[config.mk]
export PLATFORM = sky130hd
export DESIGN_NAME = spc_fifo
export DESIGN_NICKNAME = d
export VERILOG_FILES = /design/src/rtl/spc_fifo.sv
export SDC_FILE = /design/constraint.sdc
export NUM_CORES = 1
export LEC_CHECK = 0
export ABC_AREA = 1
export BUFFER_PORTS_ARGS = -buffer_cell sky130_fd_sc_hd__buf_2
export CAP_MARGIN = 20
export CORE_MARGIN = 2
export CORE_UTILIZATION = 45
export CTS_BUF_LIST = sky130_fd_sc_hd__clkbuf_8 sky130_fd_sc_hd__clkbuf_16
export DETAILED_ROUTE_END_ITERATION = 16
export GPL_ROUTABILITY_DRIVEN = 1
export HOLD_SLACK_MARGIN = 0.12
export MAX_ROUTING_LAYER = met4
export PLACE_DENSITY = 0.67
export SETUP_SLACK_MARGIN = 0.5
export SYNTH_ARGS = -nofsm -noshare
export SYNTH_HDL_FRONTEND = slang
export SYNTH_SLANG_ARGS = --single-unit
[constraint.sdc]
create_clock -name clk -period 3.7 [get_ports clk]
set_clock_uncertainty 0.1 [all_clocks]
set_input_delay 0.37 -clock clk [delete_from_list [all_inputs] [get_ports clk]]
set_output_delay 0.37 -clock clk [all_outputs]
set_load 0.03 [all_outputs]
[src/rtl/spc_fifo.sv]
module spc_fifo #(
   parameter int W     = 64,
   parameter int DEPTH = 4
) (
   input  logic                         clk,
   input  logic                         rst_n,
   input  logic                         push,
   input  logic [W-1:0]                 din,
   input  logic                         pop,
   output logic [W-1:0]                 dout,
   output logic                         full,
   output logic                         empty,
   output logic [$clog2(DEPTH+1)-1:0]   count
);
   localparam int PW   = (DEPTH > 1) ? $clog2(DEPTH) : 1;
   localparam int CW   = $clog2(DEPTH + 1);
   localparam bit POW2 = ((1 << PW) == DEPTH);

   logic [W-1:0]  slots [DEPTH];
   logic [PW-1:0] wr_ptr, rd_ptr, wr_nxt, rd_nxt;
   logic [CW-1:0] occ;
   logic          do_push, do_pop;

   assign full    = (occ == CW'(DEPTH));
   assign empty   = (occ == '0);
   assign do_push = push && !full;
   assign do_pop  = pop && !empty;
   assign dout    = slots[rd_ptr];
   assign count   = occ;

   generate
      if (POW2) begin : g_pow2_wrap
         assign wr_nxt = wr_ptr + PW'(1);
         assign rd_nxt = rd_ptr + PW'(1);
      end else begin : g_cmp_wrap
         assign wr_nxt = (wr_ptr == PW'(DEPTH - 1)) ? '0 : wr_ptr + PW'(1);
         assign rd_nxt = (rd_ptr == PW'(DEPTH - 1)) ? '0 : rd_ptr + PW'(1);
      end
   endgenerate

   always_ff @(posedge clk) begin
      if (do_push) slots[wr_ptr] <= din;
   end

   always_ff @(posedge clk) begin
      if (!rst_n) begin
         wr_ptr <= '0;
         rd_ptr <= '0;
         occ    <= '0;
      end else begin
         if (do_push) wr_ptr <= wr_nxt;
         if (do_pop)  rd_ptr <= rd_nxt;
         case ({do_push, do_pop})
            2'b10:   occ <= occ + CW'(1);
            2'b01:   occ <= occ - CW'(1);
            default: occ <= occ;
         endcase
      end
   end
endmodule

# Word level (Yosys, flattened, before mapping)
# Memories as Yosys holds them, arrays and structs flattened. A register that Yosys moved wholly into a read port is not among the register bits.
# Cells that the tools add are included.
# totals
out_inout_bits	69
ramBits	256
register_bits	7
inputBits	68
n_memories	1
# memory_table
memory	depth	word_bits	rd	rd_ports_with_merged_regs	write_ports	line_no	rtl
slots	4	64	1	1	1	19	logic [W-1:0] slots [DEPTH];
# op_classes
n_addsub	4
mux	5
n_eq_ne	3
n_reduce_logical	6
# ops
cell	count
3-bit one-hot mux with 2 select lines	1
2-bit by 1-bit adder with 2-bit output (second input constant)	2
2-bit 2-to-1 mux	2
3-bit by 1-bit adder with 3-bit output (second input constant)	1
3-bit equality test (second input constant)	1
3-bit zero test	1
3-bit by 1-bit subtractor with 3-bit output (second input constant)	1
2-bit by 1-bit equality test with 1-bit output (second input constant)	1
2-bit equality test (second input constant)	1
1-bit logical AND	2
1-bit zero test	2
1-bit 2-to-1 mux	2
2-bit nonzero test	1

# Logic depth before layout (Yosys ltp)
# Gate-level depths: netlist of the first run.
# depth
word_depth	5
mapped_depth	13

# Worst setup path after synthesis of the first run
# OpenSTA, ideal clock, no wires.
# synth_timing
path_kind	register to register
from	register occ[1] (netlist: count[1])
to	memory slots[0][0], enable pin
setup_ps	487
required_time_ps	3113
stages_incl_launch_ff	5
arrival_time_ps	3578
path_buffers	0
slack_ps	-464
period_less_slack_ps	4164
cell_sequence	dfxtp_1 -> nor2_1 -> nand2_1 -> nand2_1 -> nor2_1
# synth_via
elab_chain_cells	5
# synth_lines
element	line_no	rtl
start, declared	21	logic [CW-1:0] occ;
start signal, assigned	54	2'b10: occ <= occ + CW'(1);
start signal, assigned	55	2'b01: occ <= occ - CW'(1);
3-bit equality test	24	assign full = (occ == CW'(DEPTH));
1-bit zero test	26	assign do_push = push && !full;
1-bit logical AND	26	
1-bit 2-to-1 mux	42	if (do_push) slots[wr_ptr] <= din;
1-bit 2-to-1 mux (implied by the code)	42	
end, declared	19	
# Every way passes these cells.

==> flow_summary.yaml, run 1 <==
cts:
  cts_resized: 0
  clock_path_buffers: 3
  postCtsSetupBuffers: 0
  cts_buffers: 27
  cts_tree: "yes"
  cts.sinks: 265
  clk_latency_ns: 0.53
  clk_pin_slew_worst_paths_ns: 0.06
  htree_levels: 1
  root_buffer: "clkbuf_16"
die:
  coreArea_mm2: 0.02182
  die_w_um: 152.9
  row_count: 54
  io_pins: 137
  die_h_um: 152.9
  start_util: 0.4573
  dieArea_mm2: 0.02338
setup_path:
  r2r_cells: 5
  critPathRequiredTime_ns: 3.23
  start_kind: "register"
  end_kind: "output pin"
  crit_type: "register to output pin"
  cp.arrival_ns: 2.26
  crit_fanout: 54
routing:
  antenna_left: 0
  drc_errors: 0
  vias: 6176
  drtIter0Drc: 455
  routed_wl_um: 20170
  wire_per_inst_um: 16.91
  first_pass_iters: 5
  via_per_inst: 5.177
synth:
  ys_seq_area_frac: 0.7884
  ys_warn_count: 0
  synth.distinct_cells: 19
  avgSynthCellArea_um2: 14.48
  synthCells: 689
  syn_area_mm2: 0.009980
  syn_nets: 763
  synth-seq-cells: 265
pwr:
  finalPower_mw: 8.445
  power.density_mw_per_mm2: 682.5
  vdd_drop_max_mv: 0.4895
  p_leak_nw: 4.458
placement:
  place_inst: 1078
  place_hpwl_um: 11210
  place.port_buffers: 136
  gp_congestion: 0.7466
  dpl_cell_area_mm2: 0.01091
sta:
  finalSetupViolCount: 0
  hold_slack_ns: 0.4023
  hold_violations: 0
  slew_violations: 0
  slew_headroom: 0.5248
  max_slew.worst_pin.slew_ns: 0.7128
  rsz0062_at_grt: "no"
  fmax_mhz: 365.8
  fin_crit_ns: 2.734
  final.period_utilization: 0.7388
grt:
  grt_pass1_wl_um: 31800
  grt_pass1_vias: 6041
  grtUsageTotal: 0.1740
  grt-ovfl-total: 0
  antenna_found_initial: 0
  grt_max_degree: 71
finish:
  drive_above_1_share: 0.2070
  utilization: 0.5670
  final_cell_area_mm2: 0.01237
  n_antenna_cell: 0
  n_fill_cell: 1752
  syn_to_final_growth_pct: 23.98
  layout.cells.non_filler: 1193
  nets: 968
worst_hold_path:
  holdPathStages: 2
  hold_path.class: "register to register"
job:
  cap_violations: 0
run_status:
  status: "finished, final reports clean"
[synthesized netlist by cell type]
master / n / area [um2]
o21ai_1: 56 / 280.3
dfxtp_1: 9 / 180.2
buf_2: 1 / 5.000
nand3_1: 5 / 25.02
ha_1: 5 / 62.56
nor2_1: 138 / 518.0
fa_1: 1 / 20.02
buf_6: 13 / 146.4
clkbuf_1: 18 / 67.56
buf_4: 6 / 45.04
edfxtp_1: 256 / 7687
o21ai_0: 74 / 370.4
a21oi_1: 5 / 25.02
nand2_1: 15 / 56.30
clkinv_1: 1 / 3.750
inv_2: 1 / 3.750
inv_1: 18 / 67.56
clkbuf_2: 3 / 15.01
o22ai_1: 64 / 400.4
[power by group]
group / internal [mW] / leakage, nW / switching (mW)
combinational: 0.654 / 1.61 / 1.71
clock: 1.38 / 0.427 / 1.04
sequential: 3.57 / 2.42 / 0.0906
total: 5.60 / 4.46 / 2.84
[registers in the layout, indices dropped and copies added, names as in the netlist, named ones only]
signal and cells:
wr_ptr 2, count 3, rd_ptr 2, slots 256
[cell families after synthesis]
kind of cell / count (synthesis) / synth area share
DFF: 265 / 0.7884
adders and majority gates: 6 / 0.008275
and+or+nand+nor: 158 / 0.06005
AOI/OAI and AO/OA: 199 / 0.1078
buffers and inverters: 61 / 0.03548
[per-stage QoR]
step | setup TNS [ns] | setup WS, ns
finish | 0 | 0.9663
floorplan | -118.85 | -0.4642
global route | 0 | 0.7702
detailed placement | 0 | 1.444
global placement | 0 | 1.501
CTS | 0 | 0.9332
[cells in the final DEF, fill, tap and decap left out, types with 4 or more instances in the layout]
cell type	synthesis	layout
nor2_1	138	134
dlygate4sd3_1	0	67
inv_1	18	30
nand3_1	5	5
nand2_1	15	15
ha_1	5	5
clkinv_1	1	5
dfxtp_1	9	7
edfxtp_1	256	256
nor2_4	0	4
o21ai_0	74	74
a21oi_1	5	5
clkbuf_16	0	27
o21ai_1	56	56
buf_4	6	11
o22ai_1	64	64
buf_2	1	136
[area by class of cell]
| type | instances | area, um2 | area share |
|---|---|---|---|
| sequential | 265 | 7873 | 0.6363 |
| timing repair buffer | 217 | 1494 | 0.1207 |
| clock inverter | 21 | 115.1 | 0.009303 |
| tap | 280 | 350.3 | 0.02831 |
| multi-input combinational | 363 | 1788 | 0.1445 |
| inverter | 20 | 77.57 | 0.006270 |
| clock buffer | 27 | 675.6 | 0.05461 |
[routing by layer]
layer  wire length (um)  up-vias  global-route usage
li1                   -     2992                   -
met5                  0        -                   -
met4                400        0             0.03792
met1               8894     2998              0.2270
met2               9793      157              0.2885
met3               1084       29             0.03204
[path summary, 6_finish.rpt]
kind / slack, ns / start / end
worst max-delay path: 0.97 / register / dout[11]
worst min-delay path: 0.40 / wr_ptr[0] / wr_ptr[0]
worst max register to register: 1.45 / count[1] / slots[1][25]
worst min register to register: 0.40 / wr_ptr[0] / wr_ptr[0]
[worst max-delay path: stages (launching register included)]
cell and delay (ns):
dfxtp_4 0.54, buf_4 0.50, o21ai_0 0.17, o22ai_1 0.25
buf_2 0.24
[timing repair]
| action | in CTS | in global routing |
|---|---|---|
| hold buffers | 67 | 0 |
| hold endpoints to repair | 265 | 0 |
| endpoints found under the setup margin | 0 | 0 |
No activity file was read; power rests on OpenSTA's default activity.
==> inputs of run 2 (changes only) <==
PLACE_DENSITY = 0.65   (was 0.67)
clock period = 2.7 ns   (was 3.7 ns; I/O delays follow)
==> run 2 against run 1 <==
  * First-iteration DRC count increased by 4.4%
  * Setup slack worse by 0.44 ns
  * Die area unchanged
  * Non-clock buffer count increased by 25
  * Sequential share of layout area shrank 4.8 points
  * Combinational power increased by 90%
  * Register-to-register slack worse by 0.78 ns
  * Sequential cell count stayed put
  * Critical path type unchanged
==> flow_summary.yaml, run 2 (synthesis gave the netlist of run 1 again) <==
placement:
  place_hpwl_um: 11810
  dpl_cell_area_mm2: 0.01102
  place.port_buffers: 136
  place_inst: 1083
  gp_congestion: 0.7611
pwr:
  p_leak_nw: 4.853
  power.internal_mw: 8.491
  p_clk_frac: 0.260
  swShare: 0.3404
  vdd_drop_max_mv: 0.7362
  p_seq_frac: 0.390
  power.density_mw_per_mm2: 960.4
  power_switching_mw: 4.383
  comb_power_share: 0.350
finish:
  final_cell_area_mm2: 0.01341
  syn_to_final_growth_pct: 34.33
  nets: 998
  largest_register: "slots"
  largest_reg_flops: 256
  drive_above_1_share: 0.2766
  layout.cells.non_filler: 1220
  final_cell_mix: "256 x edfxtp_1, 133 x nor2_1, 74 x buf_2"
  mostFrequentLayoutCell: "edfxtp_1"
  n_antenna_cell: 0
setup_path:
  start_kind: "register"
  crit_fanout: 11
  cp.arrival_ns: 1.81
  crit_buf_inv: 4
  crit_type: "register to output pin"
  slowest_stage: "dfxtp_4"
  end_kind: "output pin"
  critPathRequiredTime_ns: 2.33
  cpPeakStageDelay_ns: 0.39
  cpLargestDelayFamily: "buffers and inverters"
  path_cells: "buf_12 -> buf_8 -> clkbuf_16 -> nor2_1 -> o22ai_1 -> buf_4"
die:
  die_w_um: 152.9
  die_h_um: 152.9
  io_pins: 137
  dieArea_mm2: 0.02338
  start_util: 0.4573
  row_count: 54
  coreArea_mm2: 0.02182
sta:
  hold_violations: 0
  final.setup.tns_ns: 0
  slew_headroom: 0.6281
  rsz0062_at_grt: "yes"
  fin_crit_ns: 2.177
  fmax_mhz: 459.3
  finalSetupViolCount: 0
  final.period_utilization: 0.8064
  slew_violations: 0
  max_slew.worst_pin.slew_ns: 0.5578
routing:
  vias: 6581
  antenna_left: 0
  first_pass_iters: 9
  drc_errors: 0
  drtIter0Drc: 475
  wire_per_inst_um: 20.04
  routed_wl_um: 24450
  via_per_inst: 5.394
grt:
  grt_max_degree: 52
  grt-ovfl-total: 0
  grtUsageTotal: 0.1974
  grt_pass1_vias: 6416
  grt_pass1_wl_um: 35380
  antenna_found_initial: 0
cts:
  root_buffer: "clkbuf_16"
  htree_levels: 1
  clk_pin_slew_worst_paths_ns: 0.06
  cts_buffers: 27
  cts_tree: "yes"
  clock_path_buffers: 3
  clk_latency_ns: 0.53
  cts.sinks: 265
run_status:
  status: "finished, final reports clean"
worst_hold_path:
  hold_path.class: "primary input to register"
job:
  cap_violations: 0
-- run 2: layout make-up --
type                            instances  area (um2)
Inverter                               20       108.9
Sequential cell                       265        7883
Fill cell                            1647        8418
Clock buffer                           27       675.6
Tap cell                              280       350.3
Timing Repair Buffer                  242        2252
Clock inverter                         18       103.9
Timing Repair inverter                  5       56.30
Multi-Input combinational cell        363        1976
-- run 2: worst paths after layout --
path	from	end	slack (ns)	depth (start not counted)
setup / recovery	register	dout[25]	0.52	6
hold / removal	din[5]	slots[2][5]	0.38	2
setup reg to reg	count[1]	count[2]	0.67	12
hold reg to reg	rd_ptr[1]	register	0.39	2
-- run 2: power groups by stage --
stage,sequential [mW],combinational [mW],clock (mW)
floorplan,5.10,2.34,0
detailed placement,5.13,3.29,0
CTS,5.00,3.83,3.39
global placement,5.12,3.25,0
global route,5.04,4.81,3.56
finish,5.02,4.51,3.35
-- run 2: stage by stage --
stage	total power, mW	util	hold WS [ns]	setup slack [ns]
detailed placement	8.419	0.5048	0.3861	0.5642
CTS	12.23	0.5860	0.3660	0.4822
finish	12.87	0.6143	0.3846	0.5226
global route	13.42	0.6143	0.3864	0.4543
floorplan	7.441	-	0.2689	0.5249
global placement	8.370	0.5048	0.3794	0.5837
-- run 2: layer usage --
layer | GRT usage | share of wire | vias up
li1 | - | - | 3056
met1 | 0.2609 | 0.43 | 3228
met2 | 0.3231 | 0.48 | 261
met3 | 0.03487 | 0.068 | 36
met4 | 0.04586 | 0.021 | 0
met5 | - | 0 | -
-- run 2: what timing repair did --
action	CTS	global route
hold buffers	67	0
setup endpoints to repair	64	63
resized for setup	54	133
hold endpoints to repair	265	0
pin swaps	0	22
buffers inserted	6	3
gates cloned	3	13
